**src/rtl/flash_cmd_pkg.sv**
```systemverilog
package flash_cmd_pkg;

    localparam logic [7:0] CODE_READ_ARRAY = 8'hFF;
    localparam logic [7:0] CODE_READ_STAT  = 8'h70;
    localparam logic [7:0] CODE_CLEAR      = 8'h50;
    localparam logic [7:0] CODE_PROG_A     = 8'h40;
    localparam logic [7:0] CODE_PROG_B     = 8'h10;
    localparam logic [7:0] CODE_ERASE      = 8'h20;
    localparam logic [7:0] CODE_CONFIRM    = 8'hD0;
    localparam logic [7:0] CODE_SUSPEND    = 8'hB0;

    typedef enum logic [2:0] {
        C_READ_ARRAY, C_READ_STAT, C_CLEAR, C_PROG_SETUP,
        C_ERASE_SETUP, C_CONFIRM, C_SUSPEND, C_OTHER
    } cmd_t;

    typedef enum logic [1:0] {WS_IDLE, WS_PROG, WS_ERASE, WS_SUSP} wsm_state_t;
    typedef enum logic [1:0] {PD_NONE, PD_PROG, PD_ERASE} pend_t;

    typedef struct packed {
        logic       ready;
        logic       susp;
        logic       erase_err;
        logic       prog_err;
        logic       vpp_low;
        logic [2:0] rsvd;
    } status_t;

    function automatic cmd_t decode_cmd(input logic [7:0] code);
        case (code)
            CODE_READ_ARRAY:          return C_READ_ARRAY;
            CODE_READ_STAT:           return C_READ_STAT;
            CODE_CLEAR:               return C_CLEAR;
            CODE_PROG_A, CODE_PROG_B: return C_PROG_SETUP;
            CODE_ERASE:               return C_ERASE_SETUP;
            CODE_CONFIRM:             return C_CONFIRM;
            CODE_SUSPEND:             return C_SUSPEND;
            default:                  return C_OTHER;
        endcase
    endfunction

    // programming can only pull bits low
    function automatic logic [7:0] prog_full(input logic [7:0] old_b, input logic [7:0] new_b);
        return old_b & new_b;
    endfunction

    // an interrupted program has only applied its upper nibble
    function automatic logic [7:0] prog_partial(input logic [7:0] old_b, input logic [7:0] new_b);
        return old_b & (new_b | 8'h0F);
    endfunction

    function automatic logic prog_fault(input logic [7:0] old_b, input logic [7:0] new_b);
        return |(new_b & ~old_b);
    endfunction

endpackage

```
**src/rtl/flash_bus_port.sv**
```systemverilog
module flash_bus_port (
    input  logic clk,
    input  logic rst,
    input  logic ce_n,
    input  logic we_n,
    input  logic oe_n,
    output logic wr_evt,
    output logic rd_en
);
    logic we_q;

    always_ff @(posedge clk) begin
        if (rst) we_q <= 1'b1;
        else     we_q <= we_n;
    end

    // a write is taken on the rising edge of write enable with the chip selected
    assign wr_evt = !ce_n && we_n && !we_q;
    assign rd_en  = !ce_n && !oe_n;
endmodule

```
**src/rtl/flash_array.sv**
```systemverilog
module flash_array #(
    parameter int DEPTH = 256,
    parameter int AW    = 8
) (
    input  logic          clk,
    input  logic          rst,
    input  logic          we,
    input  logic [AW-1:0] waddr,
    input  logic [7:0]    wdata,
    input  logic [AW-1:0] raddr_a,
    output logic [7:0]    rdata_a,
    input  logic [AW-1:0] raddr_b,
    output logic [7:0]    rdata_b
);
    logic [7:0] mem [DEPTH];

    always_ff @(posedge clk) begin
        if (rst) begin
            for (int i = 0; i < DEPTH; i++) mem[i] <= 8'hFF;
        end else if (we) begin
            mem[waddr] <= wdata;
        end
    end

    assign rdata_a = mem[raddr_a];
    assign rdata_b = mem[raddr_b];
endmodule

```
**src/rtl/flash_wsm.sv**
```systemverilog
module flash_wsm
    import flash_cmd_pkg::*;
#(
    parameter int BLK_W       = 4,
    parameter int OFS_W       = 4,
    parameter int BLOCK_BYTES = 16,
    parameter int PROG_CYCLES = 6,
    parameter int ERASE_STEP  = 3
) (
    input  logic                   clk,
    input  logic                   rst,
    input  logic                   cmd_rst,
    input  logic                   vpp_ok,
    input  logic                   wr_evt,
    input  cmd_t                   cmd,
    input  logic [BLK_W+OFS_W-1:0] addr,
    input  logic [7:0]             din,
    input  logic [7:0]             old_byte,
    output logic [BLK_W+OFS_W-1:0] prog_addr,
    output status_t                stat,
    output logic                   stat_mode,
    output logic                   ready_o,
    output logic                   mem_we,
    output logic [BLK_W+OFS_W-1:0] mem_waddr,
    output logic [7:0]             mem_wdata
);
    localparam int AW    = BLK_W + OFS_W;
    localparam int MAXC  = (PROG_CYCLES > ERASE_STEP) ? PROG_CYCLES : ERASE_STEP;
    localparam int CNT_W = $clog2(MAXC + 1);
    localparam logic [OFS_W-1:0] LAST_OFS = OFS_W'(BLOCK_BYTES - 1);

    wsm_state_t       state;
    pend_t            pend;
    logic [CNT_W-1:0] cnt;
    logic [OFS_W-1:0] ptr;
    logic [BLK_W-1:0] blk;
    logic [AW-1:0]    paddr;
    logic [7:0]       pdata;
    logic             ee, pe, vl;
    logic             halt;
    logic             susp_now;

    assign halt     = cmd_rst || !vpp_ok;
    assign susp_now = wr_evt && (cmd == C_SUSPEND);

    // array write port: program commit or partial, erase byte step
    always_comb begin
        mem_we    = 1'b0;
        mem_waddr = paddr;
        mem_wdata = prog_full(old_byte, pdata);
        if (!rst && state == WS_PROG) begin
            mem_we    = halt || (cnt == '0);
            mem_wdata = halt ? prog_partial(old_byte, pdata) : prog_full(old_byte, pdata);
        end else if (!rst && state == WS_ERASE) begin
            mem_we    = !halt && !susp_now && (cnt == '0);
            mem_waddr = {blk, ptr};
            mem_wdata = 8'hFF;
        end
    end

    always_ff @(posedge clk) begin
        if (rst || cmd_rst) begin
            state     <= WS_IDLE;
            pend      <= PD_NONE;
            stat_mode <= 1'b0;
            ee        <= 1'b0;
            pe        <= 1'b0;
            vl        <= 1'b0;
            cnt       <= '0;
            ptr       <= '0;
            blk       <= '0;
            paddr     <= '0;
            pdata     <= '0;
        end else begin
            case (state)
                WS_PROG: begin
                    if (!vpp_ok) begin
                        vl    <= 1'b1;
                        state <= WS_IDLE;
                    end else begin
                        if (wr_evt && cmd == C_READ_STAT) stat_mode <= 1'b1;
                        if (cnt == '0) begin
                            pe    <= pe | prog_fault(old_byte, pdata);
                            state <= WS_IDLE;
                        end else begin
                            cnt <= cnt - 1'b1;
                        end
                    end
                end
                WS_ERASE: begin
                    if (!vpp_ok) begin
                        vl    <= 1'b1;
                        state <= WS_IDLE;
                    end else if (susp_now) begin
                        state     <= WS_SUSP;
                        stat_mode <= 1'b1;
                    end else begin
                        if (wr_evt && cmd == C_READ_STAT) stat_mode <= 1'b1;
                        if (cnt == '0) begin
                            if (ptr == LAST_OFS) begin
                                state <= WS_IDLE;
                            end else begin
                                ptr <= ptr + 1'b1;
                                cnt <= CNT_W'(ERASE_STEP - 1);
                            end
                        end else begin
                            cnt <= cnt - 1'b1;
                        end
                    end
                end
                WS_SUSP: begin
                    if (wr_evt) begin
                        case (cmd)
                            C_READ_ARRAY: stat_mode <= 1'b0;
                            C_READ_STAT:  stat_mode <= 1'b1;
                            C_CONFIRM: begin
                                state     <= WS_ERASE;
                                stat_mode <= 1'b1;
                            end
                            default: ;
                        endcase
                    end
                end
                default: begin
                    if (wr_evt) begin
                        case (pend)
                            PD_PROG: begin
                                pend <= PD_NONE;
                                if (!vpp_ok) begin
                                    vl <= 1'b1;
                                end else begin
                                    state <= WS_PROG;
                                    paddr <= addr;
                                    pdata <= din;
                                    cnt   <= CNT_W'(PROG_CYCLES - 1);
                                end
                            end
                            PD_ERASE: begin
                                pend <= PD_NONE;
                                if (cmd != C_CONFIRM) begin
                                    ee <= 1'b1;
                                    pe <= 1'b1;
                                end else if (!vpp_ok) begin
                                    vl <= 1'b1;
                                end else begin
                                    state <= WS_ERASE;
                                    blk   <= addr[AW-1 -: BLK_W];
                                    ptr   <= '0;
                                    cnt   <= CNT_W'(ERASE_STEP - 1);
                                end
                            end
                            default: begin
                                case (cmd)
                                    C_READ_ARRAY: stat_mode <= 1'b0;
                                    C_READ_STAT:  stat_mode <= 1'b1;
                                    C_CLEAR: begin
                                        ee <= 1'b0;
                                        pe <= 1'b0;
                                        vl <= 1'b0;
                                    end
                                    C_PROG_SETUP: begin
                                        pend      <= PD_PROG;
                                        stat_mode <= 1'b1;
                                    end
                                    C_ERASE_SETUP: begin
                                        pend      <= PD_ERASE;
                                        stat_mode <= 1'b1;
                                    end
                                    default: ;
                                endcase
                            end
                        endcase
                    end
                end
            endcase
        end
    end

    assign ready_o   = (state != WS_PROG) && (state != WS_ERASE);
    assign prog_addr = paddr;
    assign stat      = '{ready: ready_o, susp: (state == WS_SUSP), erase_err: ee,
                         prog_err: pe, vpp_low: vl, rsvd: 3'b000};
endmodule

```
**src/rtl/flash_cmd_ctrl.sv**
```systemverilog
module flash_cmd_ctrl
    import flash_cmd_pkg::*;
#(
    parameter int N_BLOCKS    = 16,
    parameter int BLOCK_BYTES = 16,
    parameter int PROG_CYCLES = 6,
    parameter int ERASE_STEP  = 3
) (
    input  logic                                    clk,
    input  logic                                    rst,
    input  logic                                    cmd_rst,
    input  logic                                    vpp_ok,
    input  logic                                    ce_n,
    input  logic                                    we_n,
    input  logic                                    oe_n,
    input  logic [$clog2(N_BLOCKS*BLOCK_BYTES)-1:0] addr,
    input  logic [7:0]                              din,
    output logic [7:0]                              dout,
    output logic                                    ready_o
);
    localparam int BLK_W = $clog2(N_BLOCKS);
    localparam int OFS_W = $clog2(BLOCK_BYTES);
    localparam int AW    = BLK_W + OFS_W;
    localparam int DEPTH = N_BLOCKS * BLOCK_BYTES;

    logic          wr_evt, rd_en;
    cmd_t          cmd;
    status_t       stat;
    logic          stat_mode;
    logic          mem_we;
    logic [AW-1:0] mem_waddr, prog_addr;
    logic [7:0]    mem_wdata, rd_host, rd_old;

    assign cmd = decode_cmd(din);

    flash_bus_port u_bus (
        .clk(clk), .rst(rst), .ce_n(ce_n), .we_n(we_n), .oe_n(oe_n),
        .wr_evt(wr_evt), .rd_en(rd_en)
    );

    flash_array #(.DEPTH(DEPTH), .AW(AW)) u_array (
        .clk(clk), .rst(rst), .we(mem_we), .waddr(mem_waddr), .wdata(mem_wdata),
        .raddr_a(addr), .rdata_a(rd_host), .raddr_b(prog_addr), .rdata_b(rd_old)
    );

    flash_wsm #(
        .BLK_W(BLK_W), .OFS_W(OFS_W), .BLOCK_BYTES(BLOCK_BYTES),
        .PROG_CYCLES(PROG_CYCLES), .ERASE_STEP(ERASE_STEP)
    ) u_wsm (
        .clk(clk), .rst(rst), .cmd_rst(cmd_rst), .vpp_ok(vpp_ok),
        .wr_evt(wr_evt), .cmd(cmd), .addr(addr), .din(din), .old_byte(rd_old),
        .prog_addr(prog_addr), .stat(stat), .stat_mode(stat_mode), .ready_o(ready_o),
        .mem_we(mem_we), .mem_waddr(mem_waddr), .mem_wdata(mem_wdata)
    );

    assign dout = !rd_en ? 8'h00 : (stat_mode ? stat : rd_host);
endmodule

```
**config.mk**
```make
export PLATFORM = sky130hd
export DESIGN_NAME = flash_cmd_ctrl
export DESIGN_NICKNAME = d
export VERILOG_FILES = /design/src/rtl/flash_cmd_pkg.sv /design/src/rtl/flash_bus_port.sv /design/src/rtl/flash_array.sv /design/src/rtl/flash_wsm.sv /design/src/rtl/flash_cmd_ctrl.sv
export SDC_FILE = /design/constraint.sdc
export NUM_CORES = 2
export LEC_CHECK = 0
export ABC_AREA = 1
export BUFFER_PORTS_ARGS = -buffer_cell sky130_fd_sc_hd__clkbuf_2
export CAP_MARGIN = 20
export CORE_MARGIN = 2
export CORE_UTILIZATION = 30
export DETAILED_ROUTE_END_ITERATION = 7
export MAX_ROUTING_LAYER = met4
export PLACE_DENSITY = 0.45
export SYNTH_ARGS = -nofsm -noshare
export SYNTH_HDL_FRONTEND = slang
export SYNTH_SLANG_ARGS = --single-unit
```
**constraint.sdc**
```tcl
create_clock -name clk -period 8.66 [get_ports clk]
set_input_delay 1.732 -clock clk [delete_from_list [all_inputs] [get_ports clk]]
set_output_delay 1.732 -clock clk [all_outputs]
set_load 0.02 [all_outputs]
```
[Yosys cells after proc, flatten, opt, wreduce, memory -nomap -nowiden]
Memory sizes are Yosys's and may differ from the RTL's. A register that Yosys moved wholly into a read port is not among the register bits.
Index checks and enable logic that the tools add are counted.
W data, S select, Z words.
Word-level totals
  register bits after elaboration: 36
  RAM bits: 2048
  input bits: 23
  output and inout port bits: 9
  logic and storage cells: 209
  memories: 1
Operators by class
  add/sub/neg operators: 2
  eq/ne operators: 50
  multiplexer cells: 79
  bitwise gates (word level): 11
  reduce and logical (&&, ||, !) cells: 54
Memories
  u_array.mem: words 256, width 8, read ports 2, clocked after Yosys merged registers in 1, wr ports 256, line flash_array.sv:15  | logic [7:0] mem [DEPTH];
Operators with widths (number)
  $mux W8: 11
  $mux W4: 8
  $mux W3: 10
  $mux W2: 13
  $and A8 B8 Y8: 3
  $eq A8 B7 Y1 const B: 3
  $eq A8 B8 Y1 const B: 3
  $mux W1: 23
  $pmux W3 S7: 1
  $ne A2 B2 Y1 const B: 9
  $reduce_or A8 Y1: 2
  $ne A3 B3 Y1 const B: 5
  $ne A5 B3 Y1 const B: 3
  $reduce_and A7 Y1: 2
  $ne A2 B1 Y1 const B: 6
  $pmux W1 S2: 6
  $reduce_or A2 Y1: 6
  $reduce_and A11 Y1: 1
  $logic_and A1 B1 Y1: 10
  $reduce_and A10 Y1: 1
  $reduce_and A5 Y1: 2
  $reduce_bool A2 Y1: 5
  $reduce_bool A5 Y1: 2
  $eq A3 B3 Y1 const B: 3
  33 further kinds: 58

[Depth between registers and ports, before layout]
  depth after elaboration: 15
  mapped depth: 21
  mapped depth without buffers: 16

[Hierarchy]
From an unflattened synthesis, not the netlist that was laid out.
Unflattened totals
  cells, all modules: 14700
  area total of the unflattened synthesis: 117007.2 um^2
Modules (own cells, without submodules)
  flash_array: times used 1, cells an instance 14212, area an instance 114207.0 um^2, seq. area each 61499.0 um^2
  flash_wsm: times used 1, cells an instance 409, area an instance 2432.3 um^2, seq. area each 700.7 um^2
  flash_cmd_ctrl: times used 1, cells an instance 73, area an instance 326.6 um^2, seq. area each 0.0 um^2
  flash_bus_port: times used 1, cells an instance 6, area an instance 41.3 um^2, seq. area each 20.0 um^2

[Worst setup path after synthesis]
No wires, ideal clock.
  kind: in2out
  start point: input port addr[0]
  end point: output port dout[1]
  arrival: 3.766 ns
  data required time: 6.928 ns
  setup slack: 3.162 ns
  stages: 14
  path buffers: 4
  path through: inv_1 -> buf_2 -> buf_2 -> buf_2 -> buf_1 -> nor2_1 -> o22ai_1 -> o21ai_0 -> o22ai_1 -> nand2_1 -> nand3_1 -> nand3_1 -> a31o_2 -> nor2_1
Between the ends
  cells in the longest elaborated chain, start to end: 3
RTL lines
  from (decl): line flash_cmd_ctrl.sv:16  | input logic [$clog2(N_BLOCKS*BLOCK_BYTES)-1:0] addr,
  $mem_v2 Z256 W8
  $mux W8 (2 in a row): line flash_cmd_ctrl.sv:56  | assign dout = !rd_en ? 8'h00 : (stat_mode ? stat : rd_host);
  to (decl): line flash_cmd_ctrl.sv:18  | output logic [7:0] dout,
Every way passes these cells.

[Worst setup path in the final report]
  start point: input port addr[0]
  end point: output port dout[5]
The elaborated chain is that of the path after synthesis.

==> impl_metrics.py <==
metrics = {
    "run_status": {
        "status": "finished with violations",
        "violations": "design-rule violations",
    },
    "layout": {
        "areaGrowthSynthToFinish_pct": 11.5,
        "drive_gt1_share_pct": 7.57,
        "nets": 13542,
        "seq_area_um2": 62400,
        "fillers": 39596,
        "multi_input_area_um2": 46200,
    },
    "logic_synthesis": {
        "synth-async-reset-ratio_pct": 0,
        "yosysUniqueCellTypes": 42,
        "netlist.area_leader.share_pct": 53.5,
        "synthCells": 13986,
        "synth-seq-cells": 2092,
        "yosysSeqAreaShare_pct": 54.2,
        "synth_fp_nets": 14018,
        "ys_top_cells_by_area": "edfxtp_1 (53%), nand2_1 (15%), nand3_1 (10%)",
        "yosysWarnings": 0,
        "synthTopCellsByCount": "nand2_1 (4638), nand3_1 (2394), edfxtp_1 (2048)",
        "synth_edf_count": 2048,
        "syn_area_um2": 115000,
        "synth_top_area_cell": "edfxtp_1",
        "yosysMostFrequentCell": "nand2_1",
        "synth.avg_cell_area_um2": 8.22,
        "ys.flop_type": "edfxtp_1",
    },
    "flow_run": {
        "timing.max_cap.violations": 0,
    },
    "critical_path": {
        "reg2reg_slack_ps": 2120,
        "crit_slowest_cell": "o21ai_0",
        "cp_max_fo": 72,
        "start_kind": "input pin",
        "r2r-end": "u_array.mem[247][1]",
        "max_stage_delay_ps": 910,
        "crit_path_frequent_cell": "o21ai_0",
        "required_ps": 6930,
        "r2r_cells": 16,
        "crit_arrival_ps": 6110,
        "critical_path_class": "in2out",
        "end_kind": "output port",
        "crit_chain": "buf_8, inv_8, buf_12, buf_12, buf_4, o21ai_0, o22ai_1, nand2_1, nand3_1, nand3_1, a21oi_1, nor3_1, o21ai_0, o21ai_0, inv_1, clkbuf_2",
    },
    "clock_network": {
        "cts_buffers": 238,
        "clk_pin_slew_ps": 60,
        "htreeDepth": 4,
        "root_buffer": "clkbuf_16",
        "cts_buffer_depth": 4,
        "clk_latency_ps": 950,
        "cts_resized": 0,
        "cts_setup_buffers": 0,
        "holdBufCountCts": 0,
        "cts_sinks": 2092,
        "cts_tree": "yes",
    },
    "floorplan": {
        "die_height_um": 623,
        "num_rows": 227,
        "core_area_um2": 382000,
        "floorplan.initialDensity_pct": 30.1,
        "dieArea_um2": 388000,
        "io_pins": 32,
        "die_x_um": 623,
    },
    "route": {
        "antenna_left": 0,
        "dr.pass1.iters": 8,
        "wire_per_inst_um": 27.0,
        "drc": 4,
        "postRouteWirelength_um": 507000,
        "vias": 104877,
        "drt_iter0_drc": 14768,
        "via_per_inst": 5.59,
    },
    "timing": {
        "max_freq_ghz": 0.128,
        "worst_slew_pin_slew_ps": 1210,
        "slew-limit-headroom_pct": 19.5,
        "final-hold-violation-count": 0,
        "post-route-period-util_pct": 90.5,
        "period_needed_ps": 7840,
        "rsz0062_at_grt": "false",
        "finalSetupViolCount": 0,
        "maxSlewViolCount": 0,
        "skew_ps": 63.4,
        "tns_ps": 0,
    },
    "grt": {
        "grtUsageTotal_pct": 25.9,
        "gr-total-overflow": 0,
        "grt_use_met2_pct": 38.8,
        "grt_max_degree": 129,
        "grt_use_met1_pct": 35.7,
        "grt_antenna_before_repair": 17,
        "use_met3_pct": 3.30,
        "first_global_vias": 96691,
        "grt_most_used_layer": "met2",
        "grt_pass1_wl_um": 725000,
    },
    "power_and_ir_drop": {
        "p_leak_nw": 40.2,
        "power_density_nw_per_um2": 180,
        "peakVddDrop_v": 0.000164,
        "finalPower_w": 0.0231,
    },
    "worst_hold_path": {
        "hold_path.class": "reg2reg",
        "worstHoldStart": "u_wsm.prog_addr[0]",
        "hold_depth": 2,
    },
    "place": {
        "io_buffers": 31,
        "dp_hpwl_um": 317000,
        "gp_congestion": 0.898,
    },
}
## sequential cells by signal (all words and copies together), names as in the netlist, named ones only
| name | flops |
|---|---|
| u_wsm.ee | 1 |
| u_wsm.vl | 1 |
| u_wsm.stat_mode | 1 |
| u_wsm.cnt | 3 |
| u_wsm.pdata | 8 |
| u_wsm.prog_addr | 8 |
| u_wsm.blk | 4 |
| u_bus.we_q | 1 |
| u_array.mem | 2048 |
| u_wsm.pe | 1 |
| u_wsm.ptr | 4 |
| u_wsm.state | 2 |
| u_wsm.pend | 2 |
## report_power, final
part           switching [W]  internal, W
Combinational        0.00104     0.000326
Sequential         0.0000270       0.0111
Clock                0.00453      0.00612
Total                0.00560       0.0175
## cells in the final DEF, fill, tap and decap left out, types with 43 or more instances in the layout
master     synthesis  layout
a21oi_1           73      73
buf_12             0      80
buf_2            441      55
buf_4            184     344
clkbuf_16          0     242
clkinv_1           3      43
clkinv_2           0      63
edfxtp_1        2048    2048
inv_1            115      91
nand2_1         4638    4638
nand3_1         2394    2392
nor2_1          1310    1309
nor2_2            77      78
o21ai_0         1349    1334
o21ai_1           31      46
o22ai_1          531     531
## worst max-delay path: cells and delay by family
family          cells  cell delay, ps
buf+inv             7            1940
simple gates        4             460
compound gates      5            1770
## cell type report
cell class	count	area share, %
clock inverters	150	1.28
multi-input cells	10505	36.0
repair buffers	538	3.77
flip-flops and latches	2092	48.7
well taps	5038	4.92
clock buffers	285	4.86
diodes	3	0.00585
inverters	135	0.484
## kinds of logic after synthesis
logic type | Yosys count | synth area share, %
flops | 2092 | 54.2
simple gates | 8460 | 30.4
mux | 1 | 0.0120
buf+inv | 1389 | 5.66
fa+ha+maj | 9 | 0.0979
compound gates | 2034 | 9.55
xor+xnor | 1 | 0.00762
## routing by layer
layer  vias to the layer above  part of all wire, %
met4                         0                  4.2
li1                      47192                    -
met1                     51552                   43
met3                       863                  8.2
met2                      5270                   44
met5                         -                    0
## worst max path at each step
stage / start / endpoint / cells after the start / slack (ps)
6_report: addr[0] / dout[5] / 16 / 820
5_1_grt: addr[0] / dout[5] / 16 / 830
4_1_cts: addr[0] / dout[5] / 16 / 930
3_5_place_dp: addr[0] / dout[5] / 16 / 930
3_3_place_gp: addr[0] / dout[3] / 16 / 450
2_1_floorplan: addr[0] / dout[1] / 14 / 3160
## through the flow
step	utilization (%)	worst slack, ps	area (um^2)	hold slack (ps)	cells
floorplan	-	3160	115000	433	13986
global placement	31.4	453	120000	450	18214
detailed placement	31.4	930	120000	454	18234
CTS	33.5	926	128000	465	18669
global route	33.6	832	128000	505	18745
finish	33.6	821	128000	466	18746
No activity file was read; power rests on OpenSTA's default activity.
